### config.mk
export PLATFORM = sky130hd
export DESIGN_NAME = sector_read_seq
export DESIGN_NICKNAME = d
export VERILOG_FILES = /design/src/rtl/srs_pkg.sv /design/src/rtl/srs_sector_tracker.sv /design/src/rtl/srs_record_seq.sv /design/src/rtl/srs_status_reg.sv /design/src/rtl/sector_read_seq.sv
export SDC_FILE = /design/constraint.sdc
export NUM_CORES = 1
export LEC_CHECK = 0
export CAP_MARGIN = 20
export CORE_MARGIN = 4
export CORE_UTILIZATION = 40
export CTS_BUF_LIST = sky130_fd_sc_hd__clkbuf_4 sky130_fd_sc_hd__clkbuf_8
export DETAILED_ROUTE_END_ITERATION = 10
export GPL_TIMING_DRIVEN = 0
export PLACE_DENSITY = 0.67
export SLEW_MARGIN = 5
export SYNTH_ARGS = -nofsm -noshare
export SYNTH_HDL_FRONTEND = slang
export SYNTH_HIERARCHICAL = 1
export SYNTH_SLANG_ARGS = --single-unit
### constraint.sdc
create_clock -name clk -period 2.4 [get_ports clk]
set_clock_uncertainty 0.15 [all_clocks]
set_input_delay 0.24 -clock clk [delete_from_list [all_inputs] [get_ports clk]]
set_output_delay 0.24 -clock clk [all_outputs]
set_load 0.02 [all_outputs]
### src/rtl/srs_pkg.sv
package srs_pkg;

    typedef enum logic [1:0] {
        REC_HDR = 2'd0,
        REC_LBL = 2'd1,
        REC_DAT = 2'd2
    } rec_e;

    typedef enum logic [1:0] {
        S_IDLE,
        S_WAIT,
        S_ISSUE,
        S_READ
    } seq_state_e;

    typedef struct packed {
        logic done;
        logic overrun;
        logic dat_fail;
        logic lbl_fail;
        logic hdr_fail;
    } status_t;

    function automatic int max3(input int a, input int b, input int c);
        int m;
        m = (a > b) ? a : b;
        return (m > c) ? m : c;
    endfunction

endpackage

### src/rtl/srs_sector_tracker.sv
module srs_sector_tracker #(
    parameter int SECT_W = 4
) (
    input  logic              clk,
    input  logic              rst,
    input  logic              index_mark,
    input  logic              sector_mark,
    output logic              mark_valid,
    output logic [SECT_W-1:0] mark_sector
);
    logic              armed_q;
    logic              valid_q;
    logic [SECT_W-1:0] cur_q;
    logic              mark_zero;

    // A mark is sector zero if an index mark armed it earlier or arrives with it
    assign mark_zero   = sector_mark & (armed_q | index_mark);
    assign mark_valid  = mark_zero | valid_q;
    assign mark_sector = mark_zero ? '0 : cur_q + 1'b1;

    always_ff @(posedge clk) begin
        if (rst) begin
            armed_q <= 1'b0;
            valid_q <= 1'b0;
            cur_q   <= '0;
        end else if (sector_mark) begin
            armed_q <= 1'b0;
            valid_q <= mark_valid;
            cur_q   <= mark_sector;
        end else if (index_mark) begin
            armed_q <= 1'b1;
        end
    end

endmodule

### src/rtl/srs_record_seq.sv
module srs_record_seq
    import srs_pkg::*;
#(
    parameter int SECT_W    = 4,
    parameter int WORDS_W   = 9,
    parameter int HDR_WORDS = 2,
    parameter int LBL_WORDS = 8,
    parameter int DAT_WORDS = 256
) (
    input  logic               clk,
    input  logic               rst,
    input  logic               start,
    input  logic [SECT_W-1:0]  req_sector,
    input  logic               sector_mark,
    input  logic               mark_valid,
    input  logic [SECT_W-1:0]  mark_sector,
    input  logic               fr_done,
    output logic               sect_match,
    output logic               fr_start,
    output rec_e               fr_rec,
    output logic [WORDS_W-1:0] fr_words,
    output logic               busy,
    output logic               accept,
    output logic               rec_done,
    output logic               finish,
    output logic               overrun_evt
);
    seq_state_e        state_q;
    logic [SECT_W-1:0] req_q;
    rec_e              rec_q;
    logic              match_q;
    logic              hit;

    assign hit         = sector_mark & mark_valid & (mark_sector == req_q);
    assign accept      = (state_q == S_IDLE) & start;
    assign rec_done    = (state_q == S_READ) & fr_done;
    assign finish      = rec_done & (rec_q == REC_DAT);
    assign overrun_evt = sector_mark & ((state_q == S_ISSUE) | (state_q == S_READ));
    assign fr_start    = (state_q == S_ISSUE);
    assign busy        = (state_q != S_IDLE);
    assign sect_match  = match_q;
    assign fr_rec      = rec_q;

    always_comb begin
        unique case (rec_q)
            REC_HDR: fr_words = WORDS_W'(HDR_WORDS);
            REC_LBL: fr_words = WORDS_W'(LBL_WORDS);
            default: fr_words = WORDS_W'(DAT_WORDS);
        endcase
    end

    always_ff @(posedge clk) begin
        if (rst) begin
            state_q <= S_IDLE;
            req_q   <= '0;
            rec_q   <= REC_HDR;
            match_q <= 1'b0;
        end else begin
            match_q <= 1'b0;
            unique case (state_q)
                S_IDLE: begin
                    if (start) begin
                        req_q   <= req_sector;
                        state_q <= S_WAIT;
                    end
                end
                S_WAIT: begin
                    if (hit) begin
                        match_q <= 1'b1;
                        rec_q   <= REC_HDR;
                        state_q <= S_ISSUE;
                    end
                end
                S_ISSUE: state_q <= S_READ;
                S_READ: begin
                    if (fr_done) begin
                        if (rec_q == REC_DAT) begin
                            state_q <= S_IDLE;
                        end else begin
                            rec_q   <= (rec_q == REC_HDR) ? REC_LBL : REC_DAT;
                            state_q <= S_ISSUE;
                        end
                    end
                end
                default: state_q <= S_IDLE;
            endcase
        end
    end

endmodule

### src/rtl/srs_status_reg.sv
module srs_status_reg
    import srs_pkg::*;
(
    input  logic    clk,
    input  logic    rst,
    input  logic    accept,
    input  logic    rec_done,
    input  rec_e    rec,
    input  logic    cksum_ok,
    input  logic    overrun_evt,
    input  logic    finish,
    output status_t status
);
    status_t work_q;
    status_t work_d;
    status_t status_q;

    always_comb begin
        work_d = work_q;
        if (overrun_evt) work_d.overrun = 1'b1;
        if (rec_done && !cksum_ok) begin
            unique case (rec)
                REC_HDR: work_d.hdr_fail = 1'b1;
                REC_LBL: work_d.lbl_fail = 1'b1;
                default: work_d.dat_fail = 1'b1;
            endcase
        end
    end

    always_ff @(posedge clk) begin
        if (rst) begin
            work_q   <= '0;
            status_q <= '0;
        end else begin
            work_q <= accept ? '0 : work_d;
            if (finish) begin
                status_q      <= work_d;
                status_q.done <= 1'b1;
            end
        end
    end

    assign status = status_q;

endmodule

### src/rtl/sector_read_seq.sv
module sector_read_seq
    import srs_pkg::*;
#(
    parameter int SECT_W    = 4,
    parameter int HDR_WORDS = 2,
    parameter int LBL_WORDS = 8,
    parameter int DAT_WORDS = 256,
    localparam int WORDS_W  = $clog2(max3(HDR_WORDS, LBL_WORDS, DAT_WORDS) + 1),
    localparam int STAT_W   = $bits(status_t)
) (
    input  logic               clk,
    input  logic               rst,
    input  logic               index_mark,
    input  logic               sector_mark,
    input  logic [SECT_W-1:0]  req_sector,
    input  logic               start,
    input  logic               fr_done,
    input  logic               fr_cksum_ok,
    output logic               sect_match,
    output logic               fr_start,
    output logic [1:0]         fr_rec,
    output logic [WORDS_W-1:0] fr_words,
    output logic               busy,
    output logic [STAT_W-1:0]  status
);
    logic              mark_valid;
    logic [SECT_W-1:0] mark_sector;
    logic              accept;
    logic              rec_done;
    logic              finish;
    logic              overrun_evt;
    rec_e              rec;
    status_t           stat;

    srs_sector_tracker #(.SECT_W(SECT_W)) u_track (
        .clk         (clk),
        .rst         (rst),
        .index_mark  (index_mark),
        .sector_mark (sector_mark),
        .mark_valid  (mark_valid),
        .mark_sector (mark_sector)
    );

    srs_record_seq #(
        .SECT_W    (SECT_W),
        .WORDS_W   (WORDS_W),
        .HDR_WORDS (HDR_WORDS),
        .LBL_WORDS (LBL_WORDS),
        .DAT_WORDS (DAT_WORDS)
    ) u_seq (
        .clk         (clk),
        .rst         (rst),
        .start       (start),
        .req_sector  (req_sector),
        .sector_mark (sector_mark),
        .mark_valid  (mark_valid),
        .mark_sector (mark_sector),
        .fr_done     (fr_done),
        .sect_match  (sect_match),
        .fr_start    (fr_start),
        .fr_rec      (rec),
        .fr_words    (fr_words),
        .busy        (busy),
        .accept      (accept),
        .rec_done    (rec_done),
        .finish      (finish),
        .overrun_evt (overrun_evt)
    );

    srs_status_reg u_stat (
        .clk         (clk),
        .rst         (rst),
        .accept      (accept),
        .rec_done    (rec_done),
        .rec         (rec),
        .cksum_ok    (fr_cksum_ok),
        .overrun_evt (overrun_evt),
        .finish      (finish),
        .status      (stat)
    );

    assign fr_rec = rec;
    assign status = stat;

endmodule

==> flow_metrics.tcl <==
set metrics [dict create \
    drt_iter0_markers 15 \
    worstPathRequired_ns 2.01 \
    area_delta_synth_final_pct 27.35 \
    power_frac_clock 0.282 \
    p_leak_nw 0.5939 \
    fp-row-count 19 \
    netlist_instances 130 \
    hpwl_um 1841 \
    combPwrFrac 0.162 \
    die_x_um 62.43 \
    dr.pass1.iters 4 \
    via_count 983 \
    yosysSeqAreaShare 0.4055 \
    core-area_um2 2805 \
    critPathCaptureType "primary output" \
    grt_pass1_wl_um 4222 \
    ys_types 43 \
    grt_usage 0.1317 \
    numCtsBuffers 3 \
    tritoncts "built" \
    synth_compound_area_frac 0.1521 \
    ys_seq_elements 24 \
    clockRootBuffer "clkbuf_4" \
    critPathLaunchType "flop" \
    port_buffers 23 \
    wl_per_cell_um 12.17 \
    htree_levels 1 \
    place_area_um2 1473 \
    antenna_left 0 \
    synth_edf_count 0 \
    drc_errors 0 \
    min_period_ns 2.037 \
    async_reset_ff_frac 0 \
    min-delay-path-class "reg2reg" \
    grt_max_degree 16 \
    rsz0062_at_grt "no" \
    place.gp.congestion 0.8269 \
    arrival_ns 1.65 \
    synth_flop_cell "dfxtp_1" \
    pwr-share-seq 0.556 \
    synthXorXnorAreaFrac 0.04435 \
    p_total_uw 753.0 \
    p_sw_uw 191.3 \
    synth_top_family_by_area "simple AND/OR/NAND/NOR gates" \
    setup_viol 0 \
    initial_core_util 0.4224 \
    syn_area_per_cell_um2 9.115 \
    avgViaCountPerCell 5.093 \
    die_h_um 62.43 \
    dieArea_um2 3897 \
    post_cts_buffers 0 \
    setup_ws_ns 0.3630 \
    clkSinkCount 24 \
    wl_um 2349 \
    diodes 0 \
    pwr_density_cell_nw_per_um2 499.0 \
    clock_path_buffers 2 \
    muxShareOfSynthArea 0.03379 \
    ir_drop_uv 239.8 \
    p_int_uw 561.6 \
    drive_above_1_share 0.1481 \
    path_class "reg2out" \
    status "completed" \
    design_area_um2 1509 \
    antenna_found_initial 0 \
    hold_violations 0 \
    fin_nets 175 \
    drv_cap 0 \
    critPathMaxStageDelay_ns 0.61 \
    fin_crit_sh 0.8488 \
    pin_count 30 \
    ctsHoldBuffers 0 \
    netSwitchingFraction 0.2541 \
    ys_warn_count 6 \
    worst_slew_pin_slew_ns 0.5208 \
    netlist_area_um2 1185 \
    grt_overflow 0 \
    slew_viol_final 0 \
    crit_chain "or2_4 -> clkdlybuf4s50_1" \
    synth-simple-area-share 0.2672 \
    crit_slowest_cell "clkdlybuf4s50_1" \
    critical_path_buf_inv_count 1 \
    relSlewSlack 0.6517 \
    path_max_fanout 9 \
    cp_top_family "buffers and inverters" \
    totalNegativeSetupSlack_ns 0 \
    cts.repair.resized 0 \
    synth_fa_ha_area_frac 0.01056 \
    nFillCells 271 \
    fmax_ghz 0.4909 \
    clk_latency_ns 0.30 \
    grt_pass1_vias 1001 \
    clkSlewWorstSetupHoldPaths_ns 0.13 \
    post-place-ws_ns 0.1881 \
]
-- synth_stat cells (2+ instances only) --
library cell / instances / area (µm²)
a311oi_1: 3 / 26.28
a21oi_1: 8 / 40.04
and2_4: 2 / 17.52
mux2i_1: 4 / 40.04
or2_4: 2 / 17.52
a41oi_1: 2 / 17.52
nand2_1: 3 / 11.26
clkbuf_1: 3 / 11.26
o41ai_1: 2 / 17.52
nor2b_1: 2 / 12.51
nor2_1: 19 / 71.32
inv_1: 7 / 26.28
xor2_1: 5 / 43.79
dfxtp_1: 24 / 480.5
nor3_1: 5 / 25.02
buf_4: 6 / 45.04
nand3b_1: 2 / 15.01
a31oi_1: 2 / 12.51
nand3_1: 3 / 15.01
nand2b_1: 3 / 18.77
-- worst paths after layout --
| kind | from | endpoint | slack (ns) | cells after the start |
|---|---|---|---|---|
| setup reg to reg | u_seq/state_q[1]$_SDFFE_PP0P_ | u_stat/status[2]$_SDFFE_PP0P_ | 0.50 | 6 |
| hold reg to reg | u_stat/work_q[2]$_SDFF_PP0_ | u_stat/work_q[2]$_SDFF_PP0_ | 0.32 | 2 |
| setup / recovery | u_seq/state_q[0]$_SDFFE_PP0P_ | busy | 0.36 | 2 |
| hold / removal | u_stat/work_q[2]$_SDFF_PP0_ | u_stat/work_q[2]$_SDFF_PP0_ | 0.32 | 2 |
-- state kept, by name, indices dropped and copies added, names as in the netlist --
signal            flops
u_stat/status         5
u_seq/req_q           4
u_stat/work_q         4
u_track/cur_q         4
u_seq/fr_rec          2
u_seq/state_q         2
u_seq/sect_match      1
u_track/armed_q       1
u_track/valid_q       1
-- layer usage --
layer  GRT usage  routed length [µm]  up-vias
met5           0                   0        -
met4     0.04408                  20        0
met2      0.2437                1174       19
met1      0.1487                1086      459
li1            -                   -      503
met3     0.02698                  68        2
-- placed cells by master, fill, tap and decap left out, drive strengths merged, types with 2 or more instances in the layout --
master and count:
dfxtp 24, clkdlybuf4s50 23, nor2 21, a21oi 8, buf 8, inv 7, clkbuf 7, conb 6
nor3 6, xor2 5, mux2i 4, nand2 3, nand2b 3, a311oi 3, nand3 3, or2 3
and2 3, nor2b 2, a31oi 2, a41oi 2, nand3b 2, o41ai 2, and3 2
-- logic make-up after synthesis --
family                     count (synthesis)
and+or+nand+nor                           53
DFF                                       24
AOI/OAI and AO/OA                         23
buffers and inverters                     18
xor gates and xnor gates                   6
muxes                                      4
adders and majority gates                  1
other                                      1
-- power groups by stage --
stage	Clock, mW	Combinational [mW]	Sequential [mW]
after floorplan	0	0.0832	0.425
after global placement	0	0.119	0.426
after detailed placement	0	0.122	0.427
after CTS	0.218	0.123	0.418
after global routing	0.239	0.134	0.421
final	0.212	0.122	0.418
-- per-stage QoR --
step                      std cells  hold WS (ns)    util
final                           193        0.3165  0.5379
after global routing            193        0.3507  0.5379
after CTS                       193        0.3190  0.5379
after detailed placement        189        0.2985  0.5250
after global placement          189        0.2885  0.5250
after floorplan                 135        0.1591       -
-- final cells by class --
class / instances / area, µm² / area share
buffer: 11 / 72.57 / 0.04809
clock buffer: 4 / 36.28 / 0.02405
inverter: 7 / 26.28 / 0.01741
multi-input combinational: 93 / 624.3 / 0.4138
sequential: 24 / 480.5 / 0.3184
tap: 31 / 38.79 / 0.02570
timing repair buffer: 23 / 230.2 / 0.1526
-- worst min-delay path, stage by stage (launching register included) --
cell and delay (ns):
dfxtp_1 0.32, inv_1 0.06, a21oi_1 0.06
Power figures use the tool's default switching activity.
